<file path="config.mk">
export PLATFORM = sky130hd
export DESIGN_NAME = tbsync_fsm
export DESIGN_NICKNAME = d
export VERILOG_FILES = /design/src/rtl/tbsync_pkg.sv /design/src/rtl/tbsync_wrdec.sv /design/src/rtl/tbsync_next.sv /design/src/rtl/tbsync_pack.sv /design/src/rtl/tbsync_fsm.sv
export SDC_FILE = /design/constraint.sdc
export NUM_CORES = 1
export LEC_CHECK = 0
export ABC_AREA = 1
export BUFFER_PORTS_ARGS = -buffer_cell sky130_fd_sc_hd__buf_2
export CAP_MARGIN = 10
export CORE_MARGIN = 4
export CORE_UTILIZATION = 40
export CTS_BUF_LIST = sky130_fd_sc_hd__clkbuf_16
export CTS_CLUSTER_SIZE = 12
export DETAILED_ROUTE_END_ITERATION = 6
export GPL_TIMING_DRIVEN = 0
export PLACE_DENSITY = 0.86
export SYNTH_ARGS = -nofsm -noshare
export SYNTH_HDL_FRONTEND = slang
export SYNTH_SLANG_ARGS = --single-unit
</file>
<file path="constraint.sdc">
create_clock -name clk -period 2.2 [get_ports clk]
set_input_delay 0.55 -clock clk [delete_from_list [all_inputs] [get_ports clk]]
set_output_delay 0.55 -clock clk [all_outputs]
set_load 0.05 [all_outputs]
</file>
<file path="src/rtl/tbsync_pkg.sv">
package tbsync_pkg;

    localparam int REG_W       = 64;
    localparam int ST_W        = 4;
    localparam int CUR_LSB     = 28;
    localparam int LAST_LSB    = CUR_LSB - ST_W;
    localparam int VALID_BIT   = 40;
    localparam int FWERR_BIT   = 41;
    localparam int SYNCOCC_BIT = 42;
    localparam int LOAD_BIT    = 48;
    localparam int MOVE_BIT    = 49;
    localparam int CLR_BIT     = 50;

    typedef enum logic [ST_W-1:0] {
        ST_RESET    = 4'd0,
        ST_SEND     = 4'd1,
        ST_NOTSET   = 4'd2,
        ST_SYNCWAIT = 4'd6,
        ST_GETTOD   = 4'd7,
        ST_RUNNING  = 4'd8,
        ST_ERROR    = 4'd9
    } tb_state_e;

    typedef struct packed {
        tb_state_e cur;
        tb_state_e last;
        logic      fw_err;
        logic      sync_occ;
        logic      move;
        logic      ready;
        logic      delivered;
    } tb_regs_t;

    typedef struct packed {
        logic valid;
        logic load;
        logic move;
        logic clr;
        logic fw_clr;
    } wr_cmd_t;

    // Shift the present state into the history field and install a new one.
    function automatic tb_regs_t tb_enter(tb_regs_t r, tb_state_e s);
        tb_regs_t o;
        o      = r;
        o.last = r.cur;
        o.cur  = s;
        return o;
    endfunction

    // Common side effects of dropping into the error state.
    function automatic tb_regs_t tb_fail(tb_regs_t r, logic flag_fw);
        tb_regs_t o;
        o           = tb_enter(r, ST_ERROR);
        o.ready     = 1'b0;
        o.delivered = 1'b0;
        if (flag_fw) o.fw_err = 1'b1;
        return o;
    endfunction

endpackage

</file>
<file path="src/rtl/tbsync_wrdec.sv">
module tbsync_wrdec
    import tbsync_pkg::*;
(
    input  logic             en,
    input  logic [REG_W-1:0] data,
    output wr_cmd_t          cmd
);
    logic unused_data_bits;

    always_comb begin
        cmd.valid  = en;
        cmd.load   = en & data[LOAD_BIT];
        cmd.move   = en & data[MOVE_BIT];
        cmd.clr    = en & data[CLR_BIT];
        cmd.fw_clr = en & data[FWERR_BIT];
    end

    assign unused_data_bits = ^data;
endmodule

</file>
<file path="src/rtl/tbsync_next.sv">
module tbsync_next
    import tbsync_pkg::*;
(
    input  tb_regs_t q,
    input  wr_cmd_t  cmd,
    input  logic     sync_pulse,
    input  logic     tod_delivered,
    input  logic     tb_upper_wr,
    input  logic     tb_lower_wr,
    output tb_regs_t d
);
    logic tb_touch;
    assign tb_touch = tb_upper_wr | tb_lower_wr;

    always_comb begin
        d = q;
        if (cmd.valid) begin
            d.sync_occ = 1'b0;
            if (cmd.fw_clr) d.fw_err = 1'b0;
            if (cmd.load && cmd.move) begin
                d      = tb_fail(d, 1'b1);
                d.move = 1'b1;
            end else if (cmd.clr) begin
                d           = tb_enter(d, ST_RESET);
                d.move      = 1'b0;
                d.fw_err    = 1'b0;
                d.ready     = 1'b0;
                d.delivered = 1'b0;
            end else if (q.cur == ST_ERROR) begin
                d.fw_err = 1'b1;
            end else begin
                d.move = cmd.move;
                if (cmd.load) begin
                    if (q.cur == ST_GETTOD) begin
                        d = tb_fail(d, 1'b1);
                    end else begin
                        d           = tb_enter(d, ST_SEND);
                        d           = tb_enter(d, ST_NOTSET);
                        d.ready     = 1'b0;
                        d.delivered = 1'b0;
                    end
                end else if (cmd.move) begin
                    case (q.cur)
                        ST_NOTSET: begin
                            d       = tb_enter(d, ST_SYNCWAIT);
                            d.ready = 1'b1;
                        end
                        ST_SYNCWAIT, ST_GETTOD: ;
                        default: d = tb_fail(d, 1'b1);
                    endcase
                end
            end
        end else begin
            if (sync_pulse && q.cur != ST_ERROR) d.sync_occ = 1'b1;
            if (tod_delivered && q.ready) d.delivered = 1'b1;
            case (q.cur)
                ST_SYNCWAIT: begin
                    if (tb_touch)        d = tb_fail(d, 1'b0);
                    else if (sync_pulse) d = tb_enter(d, ST_GETTOD);
                end
                ST_GETTOD: begin
                    if (tb_touch) begin
                        d = tb_fail(d, 1'b0);
                    end else if (d.delivered) begin
                        d           = tb_enter(d, ST_RUNNING);
                        d.move      = 1'b0;
                        d.ready     = 1'b0;
                        d.delivered = 1'b0;
                    end
                end
                ST_RUNNING: begin
                    if (tb_lower_wr) d = tb_fail(d, 1'b0);
                end
                default: ;
            endcase
        end
    end
endmodule

</file>
<file path="src/rtl/tbsync_pack.sv">
module tbsync_pack
    import tbsync_pkg::*;
(
    input  tb_regs_t         q,
    output logic [REG_W-1:0] word
);
    logic unused_pack;
    assign unused_pack = q.delivered;

    always_comb begin
        word                           = '0;
        word[CUR_LSB +: ST_W]          = q.cur;
        word[LAST_LSB +: ST_W]         = q.last;
        word[VALID_BIT]                = (q.cur == ST_RUNNING);
        word[FWERR_BIT]                = q.fw_err;
        word[SYNCOCC_BIT]              = q.sync_occ;
        word[MOVE_BIT]                 = q.move;
    end
endmodule

</file>
<file path="src/rtl/tbsync_fsm.sv">
module tbsync_fsm
    import tbsync_pkg::*;
(
    input  logic             clk,
    input  logic             rst,
    input  logic             wr_en,
    input  logic [REG_W-1:0] wr_data,
    output logic [REG_W-1:0] rd_data,
    input  logic             sync_pulse,
    input  logic             tod_delivered,
    input  logic             tb_upper_wr,
    input  logic             tb_lower_wr,
    output logic             ready_for_tod
);
    wr_cmd_t  cmd;
    tb_regs_t regs_q;
    tb_regs_t regs_d;

    tbsync_wrdec u_dec (
        .en   (wr_en),
        .data (wr_data),
        .cmd  (cmd)
    );

    tbsync_next u_next (
        .q             (regs_q),
        .cmd           (cmd),
        .sync_pulse    (sync_pulse),
        .tod_delivered (tod_delivered),
        .tb_upper_wr   (tb_upper_wr),
        .tb_lower_wr   (tb_lower_wr),
        .d             (regs_d)
    );

    always_ff @(posedge clk) begin
        if (rst) regs_q <= '0;
        else     regs_q <= regs_d;
    end

    tbsync_pack u_pack (
        .q    (regs_q),
        .word (rd_data)
    );

    assign ready_for_tod = regs_q.ready;
endmodule

</file>
==> results.sh, run 1 <==
export IMPL_dp_hpwl_um=2760
export IMPL_rr_worst_depth=10
export IMPL_worstPathMaxFanout=6
export IMPL_drtPass1Iterations=6
export IMPL_track_usage=0.141
export IMPL_ir_drop_v=0.000425
export IMPL_grt_pass1_vias=1173
export IMPL_synth_xor_area_share=0
export IMPL_clock_sinks=13
export IMPL_initial_utilization=0.429
export IMPL_cp_slowest_cell="dfxtp_1"
export IMPL_cts_inserted_buffers=3
export IMPL_tns_ns=0
export IMPL_yosys_area_share_simple=0.400
export IMPL_critical_path_class="reg -> out"
export IMPL_rsz0062_at_grt="false"
export IMPL_crit_path_max_incr_delay_ns=0.47
export IMPL_post_cts_buffers=0
export IMPL_area_growth_pct=30.0
export IMPL_grt_max_degree=11
export IMPL_yosys_top_cells_area="buf_4, dfxtp_1, nand2_1"
export IMPL_netlist_top_cells_count="buf_4, nand2_1, nor2_1, nand3_1, dfxtp_1"
export IMPL_hp_start="regs_q[0]"
export IMPL_clk_insertion_delay_late_ns=0.24
export IMPL_p_int_uw=668
export IMPL_synthAdderAreaFrac=0
export IMPL_max_freq_ghz=0.523
export IMPL_arrival_ns=1.36
export IMPL_utilization=0.558
export IMPL_wl_met2_um=1570
export IMPL_period_share=0.869
export IMPL_rows=21
export IMPL_maxSlewViolCount=0
export IMPL_synthMuxAreaShare=0
export IMPL_synth_top_area_share=0.325
export IMPL_endpoint_kind="primary output"
export IMPL_timing_hold_ws_ns=0.463
export IMPL_worstHoldPathType="reg -> reg"
export IMPL_cts_tree="built"
export IMPL_grt_pass1_wl_um=5110
export IMPL_drt_met1_wl_um=1350
export IMPL_seq_area_um2=260
export IMPL_ys_warn_count=0
export IMPL_antenna_left=0
export IMPL_final_hold_viol_count=0
export IMPL_p_clk_frac=0.280
export IMPL_synth_most_common_cell="buf_4"
export IMPL_worstPathRequired_ns=1.65
export IMPL_synthCells=230
export IMPL_placed_cells=350
export IMPL_placed_cell_area_um2=1840
export IMPL_stdcell_count=354
export IMPL_crit_chain="inv_2 -> nor2_2 -> nand2_1 -> inv_1 -> buf_2"
export IMPL_p_sw_frac=0.451
export IMPL_final_nets=380
export IMPL_reg2reg_from="regs_q[11]"
export IMPL_gr_total_overflow=0
export IMPL_hold_path_end="regs_q[0]"
export IMPL_p_sw_uw=548
export IMPL_cts_htree_levels=1
export IMPL_pre_cts_ws_ns=0.383
export IMPL_io_buffer_count=23
export IMPL_dieArea_um2=4730
export IMPL_drc=0
export IMPL_antenna_found_initial=0
export IMPL_cellLeakagePower_nw=1.15
export IMPL_synth_edf_count=0
export IMPL_dr_max_layer_used="met4"
export IMPL_die_h_um=68.8
export IMPL_max_clock_path_buffers=2
export IMPL_multi_input_area_um2=860
export IMPL_design_area_um2=1920
export IMPL_hold_buffers=0
export IMPL_ys_types=24
export IMPL_num_vias=1397
export IMPL_maxCapViolations=0
export IMPL_r2r_slack_ns=0.68
export IMPL_gp_congestion=0.879
export IMPL_synth_flop_cell="dfxtp_1"
export IMPL_wl_per_cell_um=9.22
export IMPL_antennaDiodeCount=0
export IMPL_wl_met3_um=296
export IMPL_syn_area_um2=1480
export IMPL_finalWorstSetupSlack_ns=0.288
export IMPL_r2r_end="regs_q[12]"
export IMPL_io_pins=136
export IMPL_cts_resized=0
export IMPL_synth_top_area_cell="buf_4"
export IMPL_via_per_inst=3.95
export IMPL_postRouteWirelength_um=3260
export IMPL_combPwrFrac=0.487
export IMPL_avgSynthCellArea_um2=6.42
export IMPL_layout_drive_gt1_share=0.364
export IMPL_worstPathBufferInverterCount=3
export IMPL_clk_pin_slew_ns=0.05
export IMPL_pwr_share_seq=0.234
export IMPL_synth_compound_area_share=0.0500
export IMPL_fillCellCount=381
export IMPL_drtIter0Drc=43
export IMPL_p_per_area_nw_per_um2=634
export IMPL_critPathLaunchType="register"
export IMPL_cts_root_buffer="clkbuf_16"
export IMPL_fin_skew_ns=0.00435
export IMPL_whs_path_depth=2
export IMPL_path_delay_family="flip-flops"
export IMPL_ys_seq_area_frac=0.176
export IMPL_p_total_mw=1.22
export IMPL_die_w_um=68.8
export IMPL_status="completed"
export IMPL_synth_top_family_by_area="simple AND/OR/NAND/NOR gates"
export IMPL_final_min_clock_period_ns=1.91
export IMPL_async_flop_share=0
export IMPL_setup_viol=0
export IMPL_ys_seq_elements=13
export IMPL_core_area_um2=3440
==> worst reg2reg max path, delay by kind of cell, from the launching register on <==
kind / cells / cell delay (ns)
buf+inv: 2 / 0.15
simple gates: 8 / 0.86
flops: 1 / 0.45
==> logic make-up after synthesis <==
group           after synthesis
simple gates                122
buf+inv                      80
compound gates               14
flops                        13
other cells                   1
==> cell usage in the layout (no fill, tap or decap), types with 2 or more instances in the layout <==
cell / instances
o21ai_1: 3
inv_1: 12
nand3_1: 15
nand3_2: 4
buf_2: 23
dfxtp_1: 13
nand3_4: 2
nor2_2: 5
inv_2: 4
clkbuf_16: 3
nand2_1: 52
o21ai_0: 4
nor2_1: 32
conb_1: 52
nand4_1: 3
a21oi_1: 6
nand2_2: 3
buf_4: 64
==> metal layers <==
| layer | up-vias | track usage |
|---|---|---|
| met3 | 6 | 0.0357 |
| li1 | 765 | - |
| met4 | 0 | 0.0365 |
| met1 | 569 | 0.186 |
| met2 | 57 | 0.230 |
| met5 | - | 0 |
==> worst max path at each step <==
stage	start	to	slack, ns	cells past startpoint
floorplan	regs_q[12]	rd_data[40]	0.67	4
global route	regs_q[11]	rd_data[40]	0.17	4
finish	regs_q[12]	rd_data[40]	0.29	5
CTS	regs_q[12]	rd_data[40]	0.27	5
detailed placement	tb_lower_wr	regs_q[12]	0.38	10
global placement	tb_lower_wr	regs_q[5]	0.42	10
==> power by group through the flow <==
stage               sequential [mW]  clock, mW  combinational, mW
floorplan                     0.289          0              0.518
global placement              0.288          0              0.583
detailed placement            0.289          0              0.588
CTS                           0.285      0.348              0.589
global route                  0.288      0.364              0.637
finish                        0.284      0.340              0.592
==> layout make-up <==
| cell class | count | share of cell area |
|---|---|---|
| Multi-Input combinational cell | 188 | 0.448 |
| Buffer | 65 | 0.256 |
| Sequential cell | 13 | 0.136 |
| Timing Repair Buffer | 23 | 0.0600 |
| Clock buffer | 3 | 0.0391 |
| Tap cell | 46 | 0.0300 |
| Inverter | 15 | 0.0293 |
| Clock inverter | 1 | 0.00196 |
==> state kept, by name (all words and copies together), names as in the netlist <==
signal,flops
ready_for_tod,1
regs_q,12
Note: power is estimated with default switching activity, not from simulation.
==> run 2, diff against run 1 <==
ABC_AREA = unset   (was 1)
CORE_UTILIZATION = 39   (was 40)
==> results.sh, run 2 <==
export IMPL_status="completed"
export IMPL_io_pins=136
export IMPL_via_per_inst=4.21
export IMPL_layout_drive_gt1_share=0.397
export IMPL_max_freq_ghz=0.507
export IMPL_placed_cell_area_um2=1760
export IMPL_ys_seq_area_frac=0.186
export IMPL_slew_headroom=0.657
export IMPL_finalWorstSetupSlack_ns=0.228
export IMPL_fin_skew_ns=0.00683
export IMPL_synth_top_area_share=0.343
export IMPL_ir_drop_v=0.000425
export IMPL_final_min_clock_period_ns=1.97
export IMPL_period_share=0.896
export IMPL_stdcell_count=298
export IMPL_drc=0
export IMPL_utilization=0.542
export IMPL_postRouteWirelength_um=3240
export IMPL_tightest_slew_ns=0.515
export IMPL_max_clock_path_buffers=2
export IMPL_cts_htree_levels=1
export IMPL_wl_per_cell_um=10.9
export IMPL_critical_path_class="reg -> out"
export IMPL_worstPathRequired_ns=1.65
export IMPL_crit_chain="buf_6 -> nor4b_4 -> buf_2"
export IMPL_largest_reg_flops=12
export IMPL_placed_cells=294
export IMPL_synth_top_area_cell="buf_4"
export IMPL_cts_root_buffer="clkbuf_16"
export IMPL_clk_pin_slew_ns=0.05
export IMPL_gr_total_overflow=0
export IMPL_arrival_ns=1.42
export IMPL_critPathLaunchType="register"
export IMPL_antenna_left=0
export IMPL_maxSlewViolCount=0
export IMPL_ys_seq_elements=13
export IMPL_yosys_top_cells_area="buf_4, dfxtp_1, a21oi_1"
export IMPL_final_nets=324
export IMPL_synth_most_common_cell="buf_4"
export IMPL_post_cts_buffers=0
export IMPL_gp_congestion=0.930
export IMPL_io_buffer_count=22
export IMPL_setup_viol=0
export IMPL_num_vias=1255
export IMPL_fillCellCount=332
export IMPL_p_per_area_nw_per_um2=590
export IMPL_tns_ns=0
export IMPL_die_w_um=67.9
export IMPL_design_area_um2=1840
export IMPL_cp_slowest_cell="nor4b_4"
export IMPL_antenna_found_initial=0
export IMPL_final_hold_viol_count=0
export IMPL_grt_max_degree=11
export IMPL_netlist_top_cells_count="buf_4, a21oi_1, dfxtp_1, nand2_1, nand2b_1"
export IMPL_drtIter0Drc=51
export IMPL_ys_warn_count=0
export IMPL_avgSynthCellArea_um2=7.99
export IMPL_endpoint_kind="primary output"
export IMPL_cts_resized=0
export IMPL_rsz0062_at_grt="false"
export IMPL_track_usage=0.136
export IMPL_cts_tree="built"
export IMPL_core_area_um2=3390
export IMPL_cellLeakagePower_nw=0.987
export IMPL_drtPass1Iterations=4
export IMPL_dieArea_um2=4610
export IMPL_crit_path_max_incr_delay_ns=0.40
export IMPL_worstPathMaxFanout=10
export IMPL_worstHoldPathType="reg -> reg"
export IMPL_timing_hold_ws_ns=0.456
export IMPL_clock_sinks=13
export IMPL_dp_hpwl_um=2630
export IMPL_maxCapViolations=0
export IMPL_pre_cts_ws_ns=0.240
export IMPL_rows=21
export IMPL_grt_pass1_wl_um=4860
export IMPL_synthCells=175
export IMPL_synth_flop_cell="dfxtp_1"
export IMPL_p_total_mw=1.08
export IMPL_die_h_um=67.9
export IMPL_clk_insertion_delay_late_ns=0.24
export IMPL_grt_pass1_vias=1060
export IMPL_final_common_cell="buf_4"
export IMPL_async_flop_share=0
export IMPL_antennaDiodeCount=0
export IMPL_synth_edf_count=0
export IMPL_cts_inserted_buffers=3
export IMPL_mostFrequentLayoutCells="buf_4, conb_1, buf_2"
export IMPL_top_register="regs_q"
export IMPL_hold_buffers=0
export IMPL_ys_types=44
export IMPL_area_growth_pct=31.3
export IMPL_syn_area_um2=1400
export IMPL_initial_utilization=0.413
==> run 2: kinds of logic after synthesis <==
group	Yosys count	share of synthesized area
AND/OR/NAND/NOR	39	0.184
AO/OA/AOI/OAI	47	0.236
buffers and inverters	75	0.391
flip-flops	13	0.186
other	1	0.00268
==> run 2: cell type report <==
class / instances / area (µm²) / share of cell area
Inverter: 3 / 11.3 / 0.00613
Tap cell: 46 / 57.6 / 0.0313
Clock buffer: 3 / 75.1 / 0.0409
Clock inverter: 1 / 3.75 / 0.00204
Timing Repair Buffer: 22 / 110 / 0.0599
Sequential cell: 13 / 260 / 0.142
Multi-Input combinational cell: 138 / 783 / 0.426
Buffer: 72 / 536 / 0.292
==> run 2: worst paths after layout <==
path         slack, ns          end  cells past startpoint       start
max               0.23  rd_data[40]                      3  regs_q[10]
min               0.46    regs_q[2]                      2   regs_q[2]
max reg2reg       0.31   regs_q[11]                      7   regs_q[9]
min reg2reg       0.46    regs_q[2]                      2   regs_q[2]
==> run 2: power breakdown <==
group          switching [mW]  internal, mW  leakage [nW]
clock network          0.0956         0.239        0.0423
registers              0.0101         0.251         0.107
logic                   0.342         0.145         0.838
total                   0.448         0.635         0.987
==> run 2: metal layers <==
layer,routed length [µm],part of all wire,up-vias,track usage
met3,280,0.086,0,0.0443
met2,1600,0.49,64,0.227
li1,-,-,658,-
met1,1360,0.42,533,0.181
met4,0,0,0,0.00496
met5,0,0,-,0
==> run 2: worst max-delay path: cells and delay by family (launching register included) <==
family        cells  cell delay [ns]
buf+inv           2             0.48
simple gates      1             0.40
flops             1             0.31
